$ cat src/rtl/chan_power_pkg.sv
package chan_power_pkg;
  // Low bits of the command word, fixed for every channel width
  localparam int FLD_ADC_HOLD = 0;
  localparam int FLD_REF_REQ  = 1;
  localparam int FLD_CSEL_LO  = 2;

  typedef struct packed {
    logic ref_on;
    logic adc_hold;
  } pwr_req_t;

  function automatic pwr_req_t pwr_of(input logic [1:0] bits);
    pwr_req_t r;
    r.ref_on   = bits[FLD_REF_REQ];
    r.adc_hold = bits[FLD_ADC_HOLD];
    return r;
  endfunction
endpackage

$ cat src/rtl/chan_sel_decode.sv
module chan_sel_decode #(
  parameter int CH_AW = 3,
  localparam int NCH  = 1 << CH_AW
) (
  input  logic             single_end,
  input  logic [CH_AW-1:0] csel,
  output logic [NCH-1:0]   pos_oh,
  output logic [NCH:0]     neg_oh
);
  logic [CH_AW-2:0] pair;
  logic             swap;
  logic [CH_AW-1:0] p_idx;
  logic [CH_AW-1:0] n_idx;

  assign pair  = csel[CH_AW-2:0];
  assign swap  = csel[CH_AW-1];
  // The positive index takes the same interleaved form in both modes
  assign p_idx = {pair, swap};
  assign n_idx = {pair, ~swap};

  for (genvar i = 0; i < NCH; i++) begin : g_ch
    assign pos_oh[i] = (p_idx == CH_AW'(i));
    assign neg_oh[i] = !single_end && (n_idx == CH_AW'(i));
  end
  assign neg_oh[NCH] = single_end;
endmodule

$ cat src/rtl/ref_sequencer.sv
module ref_sequencer (
  input  logic clk,
  input  logic rst_n,
  input  logic cmd_take,
  input  logic ref_req,
  input  logic bus_evt,
  output logic ref_on,
  output logic ref_on_nxt
);
  logic pend_q, pend_nxt;

  always_comb begin
    ref_on_nxt = ref_on;
    pend_nxt   = pend_q;
    if (cmd_take) begin
      if (!ref_req) begin
        ref_on_nxt = 1'b0;
        pend_nxt   = 1'b0;
      end else if (!ref_on) begin
        pend_nxt = 1'b1;
      end
    end else if (bus_evt && pend_q) begin
      ref_on_nxt = 1'b1;
      pend_nxt   = 1'b0;
    end
  end

  always_ff @(posedge clk) begin
    if (!rst_n) begin
      ref_on <= 1'b0;
      pend_q <= 1'b0;
    end else begin
      ref_on <= ref_on_nxt;
      pend_q <= pend_nxt;
    end
  end
endmodule

$ cat src/rtl/settle_timer.sv
module settle_timer #(
  parameter int SETTLE_W = 16
) (
  input  logic                clk,
  input  logic                rst_n,
  input  logic                en_cur,
  input  logic                en_nxt,
  input  logic [SETTLE_W-1:0] load,
  output logic                ready
);
  logic [SETTLE_W-1:0] cnt_q;
  logic                start;

  assign start = en_nxt && !en_cur;

  always_ff @(posedge clk) begin
    if (!rst_n) begin
      cnt_q <= '0;
      ready <= 1'b0;
    end else if (start) begin
      cnt_q <= load;
      ready <= 1'b0;
    end else if (!en_nxt) begin
      cnt_q <= '0;
      ready <= 1'b0;
    end else if (cnt_q != '0) begin
      cnt_q <= cnt_q - 1'b1;
    end else begin
      ready <= 1'b1;
    end
  end
endmodule

$ cat src/rtl/chan_power_ctrl.sv
module chan_power_ctrl #(
  parameter int CH_AW    = 3,
  parameter int SETTLE_W = 16,
  localparam int NCH     = 1 << CH_AW,
  localparam int CW      = CH_AW + 3
) (
  input  logic                clk,
  input  logic                rst_n,
  input  logic [CW-1:0]       cmd_word,
  input  logic                cmd_valid,
  output logic                cmd_ready,
  input  logic                conv_busy,
  input  logic                bus_stop,
  input  logic                bus_rstart,
  input  logic [SETTLE_W-1:0] settle_cycles,
  output logic [NCH-1:0]      pos_sel,
  output logic [NCH:0]        neg_sel,
  output logic                adc_en,
  output logic                ref_en,
  output logic                ref_ready
);
  import chan_power_pkg::*;

  logic             take;
  pwr_req_t         req;
  logic [NCH-1:0]   pos_d;
  logic [NCH:0]     neg_d;
  logic             hold_q;
  logic             ref_nxt;

  assign cmd_ready = !conv_busy;
  assign take      = cmd_valid && cmd_ready;
  assign req       = pwr_of(cmd_word[1:0]);

  chan_sel_decode #(.CH_AW(CH_AW)) u_dec (
    .single_end (cmd_word[CW-1]),
    .csel       (cmd_word[FLD_CSEL_LO +: CH_AW]),
    .pos_oh     (pos_d),
    .neg_oh     (neg_d)
  );

  always_ff @(posedge clk) begin
    if (!rst_n) begin
      pos_sel <= '0;
      neg_sel <= '0;
      hold_q  <= 1'b0;
    end else if (take) begin
      pos_sel <= pos_d;
      neg_sel <= neg_d;
      hold_q  <= req.adc_hold;
    end
  end

  assign adc_en = hold_q || conv_busy;

  ref_sequencer u_seq (
    .clk        (clk),
    .rst_n      (rst_n),
    .cmd_take   (take),
    .ref_req    (req.ref_on),
    .bus_evt    (bus_stop || bus_rstart),
    .ref_on     (ref_en),
    .ref_on_nxt (ref_nxt)
  );

  settle_timer #(.SETTLE_W(SETTLE_W)) u_tmr (
    .clk    (clk),
    .rst_n  (rst_n),
    .en_cur (ref_en),
    .en_nxt (ref_nxt),
    .load   (settle_cycles),
    .ready  (ref_ready)
  );
endmodule

$ cat config.mk
export PLATFORM = sky130hd
export DESIGN_NAME = chan_power_ctrl
export DESIGN_NICKNAME = d
export VERILOG_FILES = /design/src/rtl/chan_power_pkg.sv /design/src/rtl/chan_sel_decode.sv /design/src/rtl/ref_sequencer.sv /design/src/rtl/settle_timer.sv /design/src/rtl/chan_power_ctrl.sv
export SDC_FILE = /design/constraint.sdc
export NUM_CORES = 1
export LEC_CHECK = 0
export BUFFER_PORTS_ARGS = -buffer_cell sky130_fd_sc_hd__buf_4
export CORE_ASPECT_RATIO = 1.25
export CORE_MARGIN = 4
export CORE_UTILIZATION = 45
export CTS_BUF_LIST = sky130_fd_sc_hd__clkbuf_8
export DETAILED_ROUTE_END_ITERATION = 10
export PLACE_DENSITY = 0.79
export SLEW_MARGIN = 25
export SYNTH_ARGS = -nofsm -noshare
export SYNTH_HDL_FRONTEND = slang
export SYNTH_HIERARCHICAL = 1
export SYNTH_SLANG_ARGS = --single-unit
$ cat constraint.sdc
create_clock -name clk -period 2.11 [get_ports clk]
set_clock_uncertainty 0.2 [all_clocks]
set_input_delay 0.422 -clock clk [delete_from_list [all_inputs] [get_ports clk]]
set_output_delay 0.422 -clock clk [all_outputs]
set_load 0.05 [all_outputs]
# == Word-level counts from Yosys, hierarchy flattened ==
# Index checks and enable logic that the tools add are counted.
# Widths: inputs -> output; s select.
# word_totals
ff_bits,37
inputBits,28
output_inout_bits,21
# op_classes
addsub,1
eq_ne,16
muxes,10
bitwise,3
n_reduce_logical,22
# op_table
operator,n
$mux 16,3
$eq 3x3->1 const B,8
$reduce_bool 16->1,1
$sub 16x1->16 const B,1
$eq 3x2->1 const B,4
$logic_and 1x1->1,11
$mux 1,7
$eq 3x1->1 const B,2
$logic_not 3->1,2
$ne 3x3->1 const B,2
$logic_not 1->1,3
$not 1->1,3
$reduce_or 3->1,1
$logic_or 1x1->1,2
$reduce_and 2->1,1
$reduce_bool 2->1,1

# == Logic depth before layout (Yosys ltp) ==
# logic_depth
ltp_word,6
depth_mapped,9

# == Modules after synthesis ==
# Netlist, hierarchy kept.
# by_module_without_submodules
mod,n_inst,cells_each,area_each_um2,seq_area_each_um2
settle_timer,1,104,953.4,340.3
chan_power_ctrl,1,82,752.0,360.3
chan_sel_decode,1,20,214.0,0.0
ref_sequencer,1,11,103.8,40.0

# == Worst setup path after synthesis ==
# Ideal clock, no wire load.
# synth_timing
path_kind,reg2reg
startpoint,register u_tmr.cnt_q[0]
endpoint,register u_tmr.cnt_q[10]
t_arrival_ps,1639
t_required_ps,1831
path_slack_ps,191
path_stages_with_launch,8
n_path_buf,0
synth_period_minus_slack_ps,1919
cell_sequence,dfxtp_1 inv_1 ha_1 nor3b_2 nand2_1 or4_1 xor2_1 a211oi_2
# synth_via
elab_chain_len,4
word_cells_on_any_way,6
classes_between,add/sub (1); eq/ne (1); mux (3); reduce/logical (1)
# synth_lines
item,line,rtl
from (decl),settle_timer.sv:11,logic [SETTLE_W-1:0] cnt_q;
from (signal assigned),settle_timer.sv:21,cnt_q <= load;
from (signal assigned),settle_timer.sv:27,cnt_q <= cnt_q - 1'b1;
$sub 16x1->16,settle_timer.sv:27,
$mux 16,settle_timer.sv:26,end else if (cnt_q != '0) begin
$mux 16,settle_timer.sv:23,end else if (!en_nxt) begin
$mux 16,settle_timer.sv:20,end else if (start) begin
# Several ways; a longest one is shown, not always the timed one. The select of a mux whose other input is x is not followed.
# A chain may end at the register's enable or synchronous reset.

# == Worst setup path after layout ==
# Ends and elaborated chain as after synthesis.

==> flow_summary.yaml <==
layout:
  number_of_antenna_cells_inserted: 0
  commonest_cells_after_routing_fill_and_taps_aside: "55 x sky130_fd_sc_hd__buf_4, 43 x sky130_fd_sc_hd__nand2_1, 37 x sky130_fd_sc_hd__dfxtp_1"
  final_common_cell: "sky130_fd_sc_hd__buf_4"
  layout_cells_sized_above_1_pct: 34.47
  final.fill_count: 419
  non_filler_instance_count_after_layout: 322
  area_growth_pct: 22.76
  finalNetCount: 292
pwr:
  post-layout-total-power_uw: 1463
  p_per_area_nw_per_um2: 589.1
  leakagePower_uw: 0.001057
  irDropWorstVdd_v: 0.0003257
setup_path:
  crit_path_max_fanout: 5
  timing.critical_path.max_delay_family: "simple AND/OR/NAND/NOR gates"
  setup.worst_path.end_class: "flop"
  path_buf_inv: 1
  worst_ep_arrival_time_ns: 2.05
  timing.setup.critical_path_class: "flop to flop"
  startpoint_type_of_the_worst_setup_path: "flop"
  required_ns: 2.12
  timing.critical_path.cells: "inv_1, ha_1, nor3b_4, nand2_1, or4_1, xor2_1, a211oi_2"
  worst_path_largest_cell_delay_ns: 0.42
  timing.critical_path.slowest_stage_cell: "sky130_fd_sc_hd__or4_1"
routing:
  drt-vias-per-instance: 5.071
  wl_um: 4163
  routed_wire_length_per_instance_um: 12.93
  drt_iter0_markers: 73
  via_count: 1633
  post-route-drc-count: 0
  ant_nets: 0
  firstDrtPassIters: 4
timing:
  worst_slew_margin_rel_pct: 76.62
  max_freq_mhz: 488.2
  worst_pin_slew_ns: 0.3480
  totalNegativeSetupSlack_ns: 0
  period_needed_ns: 2.048
  setup_viol: 0
  hold_viol_final: 0
  final_max_slew_viol_count: 0
  layout_worst_path_cycle_share_pct: 97.07
floorplanning:
  floorplan.core_area_um2: 4392
  die_area_um2: 5640
  dieHeight_um: 82.97
  placementRows: 27
  io_pins: 49
  floorplan.die.width_um: 67.98
  floorplan.initialDensity_pct: 46.07
grt:
  number_of_antenna_violations_at_the_first_check_in_global_routing: 0
  gr-total-overflow: 0
  grt_pass1_wl_um: 6900
  via_count_of_the_first_global_routing_pass: 1548
  track_usage_pct: 15.44
  grt_start_max_net_pins: 37
logic_synthesis:
  yosys_register_bits: 37
  synth_net_count: 246
  ys_seq_area_share_pct: 36.61
  ys_dominant_reg_cell: "sky130_fd_sc_hd__dfxtp_1"
  synth_cell_type_count: 46
  fraction_of_registers_with_async_set_reset_pct: 0
  edff_count_synth: 0
  synth_warnings: 6
  syn_inst: 217
  post_synthesis_instance_area_um2: 2023
  synthesized_area_per_cell_um2: 9.323
placed_design:
  inst_count_dp: 313
  port_bufs: 48
  post-dp-hpwl_um: 2875
  gp_congestion: 0.7778
clocking:
  tritoncts: "done"
  holdBufCountCts: 0
  clockRootBuffer: "sky130_fd_sc_hd__clkbuf_8"
  cts_made_buffers: 5
  cts_sinks: 37
  cts.htree.levels: 2
  cts_max_path_buffers: 2
  cts.clk_slew.worst_paths_ns: 0.07
  clk-insertion-delay-late_ns: 0.29
run:
  drv.max_cap_violation_count: 0
min_path:
  hold_class: "primary input to flop"
outcome:
  status: "finished, final reports clean"
[worst min-delay path: stages]
cell,delay [ns]
sky130_fd_sc_hd__buf_4,0.11
sky130_fd_sc_hd__nand2_1,0.05
sky130_fd_sc_hd__mux2i_1,0.05
[sequential cells by signal (all words and copies together), names as in the netlist]
register,count
hold_q,1
neg_sel,9
pos_sel,8
u_seq/pend_q,1
u_seq/ref_on,1
u_tmr/cnt_q,16
u_tmr/ready,1
[synth_stat cells (2+ instances only)]
cell type / instances / area, um2
sky130_fd_sc_hd__a211oi_1: 5 / 37.54
sky130_fd_sc_hd__a211oi_2: 8 / 100.1
sky130_fd_sc_hd__a21oi_1: 4 / 20.02
sky130_fd_sc_hd__a311oi_1: 2 / 17.52
sky130_fd_sc_hd__and3b_1: 3 / 26.28
sky130_fd_sc_hd__and4b_1: 2 / 20.02
sky130_fd_sc_hd__buf_2: 4 / 20.02
sky130_fd_sc_hd__buf_4: 2 / 15.01
sky130_fd_sc_hd__buf_6: 5 / 56.30
sky130_fd_sc_hd__clkbuf_1: 3 / 11.26
sky130_fd_sc_hd__dfxtp_1: 37 / 740.7
sky130_fd_sc_hd__inv_1: 4 / 15.01
sky130_fd_sc_hd__mux2i_1: 19 / 190.2
sky130_fd_sc_hd__nand2_1: 43 / 161.4
sky130_fd_sc_hd__nand3_2: 2 / 20.02
sky130_fd_sc_hd__nor2_1: 22 / 82.58
sky130_fd_sc_hd__nor2b_2: 2 / 17.52
sky130_fd_sc_hd__nor3_1: 2 / 10.01
sky130_fd_sc_hd__nor3b_1: 2 / 15.01
sky130_fd_sc_hd__nor3b_2: 4 / 50.05
sky130_fd_sc_hd__nor4_2: 2 / 25.02
sky130_fd_sc_hd__nor4b_2: 3 / 45.04
sky130_fd_sc_hd__nor4bb_1: 3 / 30.03
sky130_fd_sc_hd__or2_2: 2 / 12.51
sky130_fd_sc_hd__xnor2_1: 7 / 61.31
sky130_fd_sc_hd__xor2_1: 5 / 43.79
[final timing paths]
| path | start | to | slack (ns) | depth (start not counted) |
|---|---|---|---|---|
| worst max-delay path | u_tmr/cnt_q[0] | u_tmr/cnt_q[10] | 0.06 | 7 |
| worst min-delay path | cmd_word[0] | hold_q | 0.19 | 3 |
| worst max register to register | u_tmr/cnt_q[0] | u_tmr/cnt_q[10] | 0.06 | 7 |
| worst min register to register | neg_sel[8] | neg_sel[8] | 0.26 | 2 |
[timing repair]
item,in CTS,in global routing
setup buffers,0,1
setup endpoints to repair,1,2
gates resized for setup,1,2
pin swaps,0,1
cloned,0,0
[kinds of logic (layout without fill, tap and decap cells)]
logic type / Yosys count / count (layout) / share of synthesized area, %
adder cells (fa/ha/maj): 1 / 1 / 0.6183
flip-flops: 37 / 37 / 36.61
buffers and inverters: 20 / 67 / 6.987
AO/OA/AOI/OAI: 23 / 23 / 10.27
XOR/XNOR: 12 / 12 / 5.195
AND/OR/NAND/NOR: 105 / 105 / 30.92
multiplexers: 19 / 19 / 9.400
[per-stage QoR]
step | hold WS, ns | utilization, % | setup WS [ns] | cell area [um2]
after detailed placement | 0.2465 | 54.07 | 0.005978 | 2375
after global routing | 0.2076 | 56.55 | -0.01935 | 2484
after floorplan | 0.2300 | - | 0.1914 | 2023
after global placement | 0.2401 | 54.07 | 0.07982 | 2375
final | 0.1873 | 56.55 | 0.06183 | 2484
after CTS | 0.1782 | 56.13 | 0.03435 | 2465
[metal layers]
layer | up-vias | routed length [um] | track usage [%]
met3 | 5 | 225 | 3.924
met2 | 36 | 2044 | 25.79
met1 | 750 | 1830 | 18.06
met4 | 0 | 63 | 6.510
li1 | 842 | - | -
met5 | - | 0 | 0
[area by class of cell]
type                    count  area [um2]  share of cell area, %
multi-input cells         160        1160                  46.70
flip-flops and latches     37       740.7                  29.82
repair buffers             55       412.9                  16.62
well taps                  58       72.57                  2.922
clock buffers               5       68.82                  2.771
inverters                   4       15.01                 0.6045
clock inverters             3       13.76                 0.5542
[power breakdown]
part           switching, uW  total, uW  internal [uW]
Clock                    246        470            224
Sequential              10.8        721            711
Combinational            150        272            122
Note: power is estimated with default switching activity, not from simulation.
